--- src/rtl/preg_busy_pkg.sv ---
package preg_busy_pkg;
    // Width of an index into n entries, never below one bit.
    function automatic int idx_w(input int n);
        return (n > 1) ? $clog2(n) : 1;
    endfunction
endpackage

--- src/rtl/preg_set_decode.sv ---
module preg_set_decode #(
    parameter int NUM_PORTS = 2,
    parameter int NUM_PREGS = 64,
    parameter int PREG_W    = 6
) (
    input  logic [NUM_PORTS-1:0]        req_valid,
    input  logic [NUM_PORTS*PREG_W-1:0] req_preg,
    output logic [NUM_PREGS-1:0]        mask
);
    always_comb begin
        mask = '0;
        for (int k = 0; k < NUM_PORTS; k++) begin
            if (req_valid[k]) begin
                mask[req_preg[k*PREG_W +: PREG_W]] = 1'b1;
            end
        end
    end
endmodule

--- src/rtl/preg_ready_query.sv ---
module preg_ready_query #(
    parameter int NUM_QUERY = 4,
    parameter int NUM_WB    = 4,
    parameter int NUM_PREGS = 64,
    parameter int PREG_W    = 6
) (
    input  logic [NUM_PREGS-1:0]        busy_q,
    input  logic [NUM_QUERY*PREG_W-1:0] query_addr,
    input  logic [NUM_WB-1:0]           wb_valid,
    input  logic [NUM_WB*PREG_W-1:0]    wb_preg,
    output logic [NUM_QUERY-1:0]        query_ready
);
    for (genvar q = 0; q < NUM_QUERY; q++) begin : g_port
        logic [PREG_W-1:0] addr;
        logic              bypass;
        assign addr = query_addr[q*PREG_W +: PREG_W];
        always_comb begin
            bypass = 1'b0;
            for (int w = 0; w < NUM_WB; w++) begin
                if (wb_valid[w] && (wb_preg[w*PREG_W +: PREG_W] == addr)) begin
                    bypass = 1'b1;
                end
            end
        end
        assign query_ready[q] = (addr == '0) || !busy_q[addr] || bypass;
    end
endmodule

--- src/rtl/preg_busy_table.sv ---
module preg_busy_table #(
    parameter int NUM_PREGS  = 64,
    parameter int NUM_QUERY  = 4,
    parameter int NUM_WB     = 4,
    parameter int NUM_ALLOC  = 2,
    parameter int NUM_REPLAY = 2,
    localparam int PREG_W    = preg_busy_pkg::idx_w(NUM_PREGS)
) (
    input  logic                         clk,
    input  logic                         rst_n,
    input  logic                         flush,
    input  logic [NUM_ALLOC-1:0]         alloc_valid,
    input  logic [NUM_ALLOC*PREG_W-1:0]  alloc_preg,
    input  logic [NUM_REPLAY-1:0]        replay_valid,
    input  logic [NUM_REPLAY*PREG_W-1:0] replay_preg,
    input  logic [NUM_WB-1:0]            wb_valid,
    input  logic [NUM_WB*PREG_W-1:0]     wb_preg,
    input  logic [NUM_QUERY*PREG_W-1:0]  query_addr,
    output logic [NUM_QUERY-1:0]         query_ready
);
    typedef struct packed {
        logic [NUM_PREGS-1:0] busy;
    } state_t;

    state_t state_d, state_q;

    logic [NUM_PREGS-1:0] alloc_mask, replay_mask, wb_mask;

    preg_set_decode #(.NUM_PORTS(NUM_ALLOC), .NUM_PREGS(NUM_PREGS), .PREG_W(PREG_W)) u_alloc_dec (
        .req_valid(alloc_valid), .req_preg(alloc_preg), .mask(alloc_mask)
    );
    preg_set_decode #(.NUM_PORTS(NUM_REPLAY), .NUM_PREGS(NUM_PREGS), .PREG_W(PREG_W)) u_replay_dec (
        .req_valid(replay_valid), .req_preg(replay_preg), .mask(replay_mask)
    );
    preg_set_decode #(.NUM_PORTS(NUM_WB), .NUM_PREGS(NUM_PREGS), .PREG_W(PREG_W)) u_wb_dec (
        .req_valid(wb_valid), .req_preg(wb_preg), .mask(wb_mask)
    );

    // Next state: flush clears, set-busy beats set-ready, entry 0 pinned ready.
    always_comb begin
        state_d = state_q;
        if (flush) begin
            state_d.busy = '0;
        end else begin
            state_d.busy = (state_q.busy & ~wb_mask) | alloc_mask | replay_mask;
        end
        state_d.busy[0] = 1'b0;
    end

    always_ff @(posedge clk or negedge rst_n) begin
        if (!rst_n) state_q <= '0;
        else        state_q <= state_d;
    end

    preg_ready_query #(
        .NUM_QUERY(NUM_QUERY), .NUM_WB(NUM_WB), .NUM_PREGS(NUM_PREGS), .PREG_W(PREG_W)
    ) u_query (
        .busy_q(state_q.busy), .query_addr(query_addr), .wb_valid(wb_valid),
        .wb_preg(wb_preg), .query_ready(query_ready)
    );
endmodule

--- config.mk ---
export PLATFORM = sky130hd
export DESIGN_NAME = preg_busy_table
export DESIGN_NICKNAME = d
export VERILOG_FILES = /design/src/rtl/preg_busy_pkg.sv /design/src/rtl/preg_set_decode.sv /design/src/rtl/preg_ready_query.sv /design/src/rtl/preg_busy_table.sv
export SDC_FILE = /design/constraint.sdc
export NUM_CORES = 1
export LEC_CHECK = 0
export BUFFER_PORTS_ARGS = -buffer_cell sky130_fd_sc_hd__buf_2
export CAP_MARGIN = 20
export CORE_ASPECT_RATIO = 1.5
export CORE_UTILIZATION = 38
export DETAILED_ROUTE_END_ITERATION = 8
export GPL_TIMING_DRIVEN = 0
export SYNTH_ARGS = -nofsm -noshare
export SYNTH_HDL_FRONTEND = slang
export SYNTH_SLANG_ARGS = --single-unit
--- constraint.sdc ---
create_clock -name clk -period 6 [get_ports clk]
set_input_delay 0.9 -clock clk [delete_from_list [all_inputs] [get_ports clk]]
set_output_delay 0.9 -clock clk [all_outputs]
set_load 0.03 [all_outputs]
==> flow_metrics.py <==
metrics = {
    "sta": {
        "fin_skew_ns": 0,
        "worstMarginPinSlew_ns": 1.22,
        "hold_viol_final": 0,
        "slew-limit-headroom": 0.186,
        "finalSetupTns_ns": 0,
        "setup_slack_ns": 1.72,
        "post-route-period-util": 0.714,
        "fmax_mhz": 234,
        "period_needed_ns": 4.28,
        "finalMaxSlewViolations": 0,
        "finalSetupViolCount": 0,
        "rsz0062_at_grt": "false",
    },
    "cts": {
        "htree_levels": 3,
        "cts_root_buffer": "clkbuf_16",
        "clock_sinks": 63,
        "post-cts-setup-buffer-count": 0,
        "ctsHoldBuffers": 0,
        "clk_latency_ns": 0.33,
        "clock_path_buffers": 2,
        "cts_resized": 0,
        "cts_tree": "yes",
        "cts_inserted_buffers": 9,
        "path_clk_slew_ns": 0.06,
    },
    "power_and_ir_drop": {
        "total_power_mw": 1.46,
        "p_per_area_nw_per_um2": 141,
        "peakVddDrop_v": 0.000103,
        "leakage_nw": 3.27,
    },
    "yosys": {
        "yosys.cell_types.count": 60,
        "synthCells": 1150,
        "syn-num-nets": 1233,
        "synth_top_flop_cell": "dfrtp_1",
        "async_flop_share": 1.00,
        "yosys.area.top_type": "dfrtp_1",
        "postSynthAreaPerCell_um2": 8.07,
        "synth-edff-count": 0,
        "synth_warnings": 0,
        "synth_common_cells": "nand2_1 (109), nor2_1 (103), a22oi_1 (90)",
        "synth.ff_latch_count": 63,
        "syn_area_um2": 9280,
        "synthTopCellsByArea": "dfrtp_1 (17%), mux4_2 (13%), a22oi_1 (7.3%)",
        "yosysMostFrequentCell": "nand2_1",
        "seq_area_frac_synth": 0.170,
        "synthDominantCellAreaShare": 0.170,
    },
    "final_layout": {
        "nets": 1316,
        "drive_above_1_share": 0.149,
        "largest_registers": "state_q x63",
        "area_delta_synth_final_pct": 11.6,
        "largest_register": "state_q",
        "stdcell_count": 1557,
        "antennaDiodeCount": 0,
        "num-fill-cells": 2523,
        "largest_reg_flops": 63,
    },
    "routing": {
        "drt_iter0_drc": 1228,
        "drc": 0,
        "wire_per_inst_um": 32.8,
        "ant_nets": 0,
        "vias_per_cell": 7.06,
        "vias": 11000,
        "finalWirelength_um": 51100,
        "drtPass1Iterations": 6,
    },
    "setup_path": {
        "startpoint_type": "input pin",
        "critPathRequiredTime_ns": 5.10,
        "timing.critical_path.fanout_max": 10,
        "critPathArrivalTime_ns": 3.38,
        "criticalPathCategory": "in -> out",
        "crit_path_end_kind": "primary output",
    },
    "grt": {
        "grt_remaining_overflow": 0,
        "grt_max_degree": 43,
        "antenna_found_initial": 1,
        "grt_pass1_vias": 10800,
        "grtUsageTotal": 0.415,
        "grt_pass1_wl_um": 73800,
    },
    "floorplan": {
        "io_pins": 87,
        "coreArea_um2": 23800,
        "num_rows": 69,
        "die_h_um": 193,
        "die-area_um2": 25100,
        "start_util": 0.390,
        "die_w_um": 130,
    },
    "placed_design": {
        "io_buffers": 63,
        "dp.cells": 1539,
        "dp_hpwl_um": 40100,
        "place_congestion": 1.05,
        "pre_cts_ws_ns": 1.68,
    },
    "job": {
        "max_cap_violations": 0,
    },
    "hold_path": {
        "hold_path_class": "in -> async",
    },
    "run_status": {
        "status": "complete, no violations",
    },
}
layout make-up:
class                   instances  area, µm²  share of cell area
inverters                      11       41.3             0.00398
flip-flops and latches         63       1580               0.152
well taps                     319        399              0.0385
clock buffers                  11        253              0.0244
multi-input cells             973       7250               0.699
clock inverters                 5       32.5             0.00314
repair buffers                 72        380              0.0367
plain buffers                 103        432              0.0417
per-stage QoR:
stage	area [µm²]	hold WS (ns)	utilization
2_1_floorplan	9280	0.532	-
3_3_place_gp	10000	0.603	0.420
3_5_place_dp	10100	0.600	0.422
4_1_cts	10400	0.554	0.434
5_1_grt	10400	0.570	0.435
6_report	10400	0.541	0.435
kinds of logic after synthesis:
family | Yosys count | synth area share
muxes | 82 | 0.176
buffers and inverters | 114 | 0.0510
and+or+nand+nor | 472 | 0.265
AOI/OAI and AO/OA | 323 | 0.248
xor gates and xnor gates | 96 | 0.0906
DFF | 63 | 0.170
per-layer routing:
metal  track usage  routed length, µm  vias up
li1              -                  -     4677
met1         0.450              17500     5310
met2         0.681              24600      743
met3        0.0788               3780      265
met4         0.360               5170        2
met5             0                 12        -
power breakdown:
group | switching (mW) | internal [mW] | leakage [nW]
clock network | 0.200 | 0.300 | 0.134
registers | 0.0212 | 0.436 | 0.873
logic | 0.342 | 0.165 | 2.26
worst max-delay path, cell delays in order:
cell and delay (ns):
buf_2 0.11, buf_1 0.59, buf_2 0.45, xnor2_1 0.16
nand4_1 0.37, nor4_1 0.33, nor3_1 0.09, o211ai_1 0.13
buf_2 0.24
layout by cell type (no fill, tap or decap), types with 14 or more instances in the layout:
master | synthesis | layout
nor3_1 | 31 | 31
mux2i_1 | 14 | 14
nor2_1 | 103 | 103
dfrtp_1 | 63 | 63
o22ai_1 | 40 | 40
xnor2_1 | 54 | 54
o2111ai_1 | 30 | 30
nand2_1 | 109 | 109
nor2b_1 | 26 | 26
buf_1 | 19 | 19
buf_2 | 12 | 81
a22oi_1 | 90 | 90
nand3_1 | 43 | 43
xor2_1 | 42 | 42
nor3b_1 | 28 | 25
nand4_1 | 33 | 33
nor4_1 | 17 | 17
a31oi_1 | 26 | 26
a211oi_1 | 30 | 30
a221oi_1 | 26 | 26
mux4_2 | 55 | 55
a21oi_1 | 50 | 50
clkbuf_1 | 66 | 66
worst paths after layout:
path / from / slack, ns / cells past startpoint / end
worst max register to register: state_q[4] / 4.97 / 2 / state_q[4]
worst max-delay path: query_addr[13] / 1.72 / 9 / query_ready[2]
worst min register to register: state_q[25] / 0.61 / 2 / state_q[25]
worst min-delay path: rst_n / 0.54 / 1 / state_q[14]
max in group asynchronous: rst_n / 4.84 / 2 / state_q[57]
min in group clk: state_q[25] / 0.61 / 2 / state_q[25]
No activity file was read; power rests on OpenSTA's default activity.
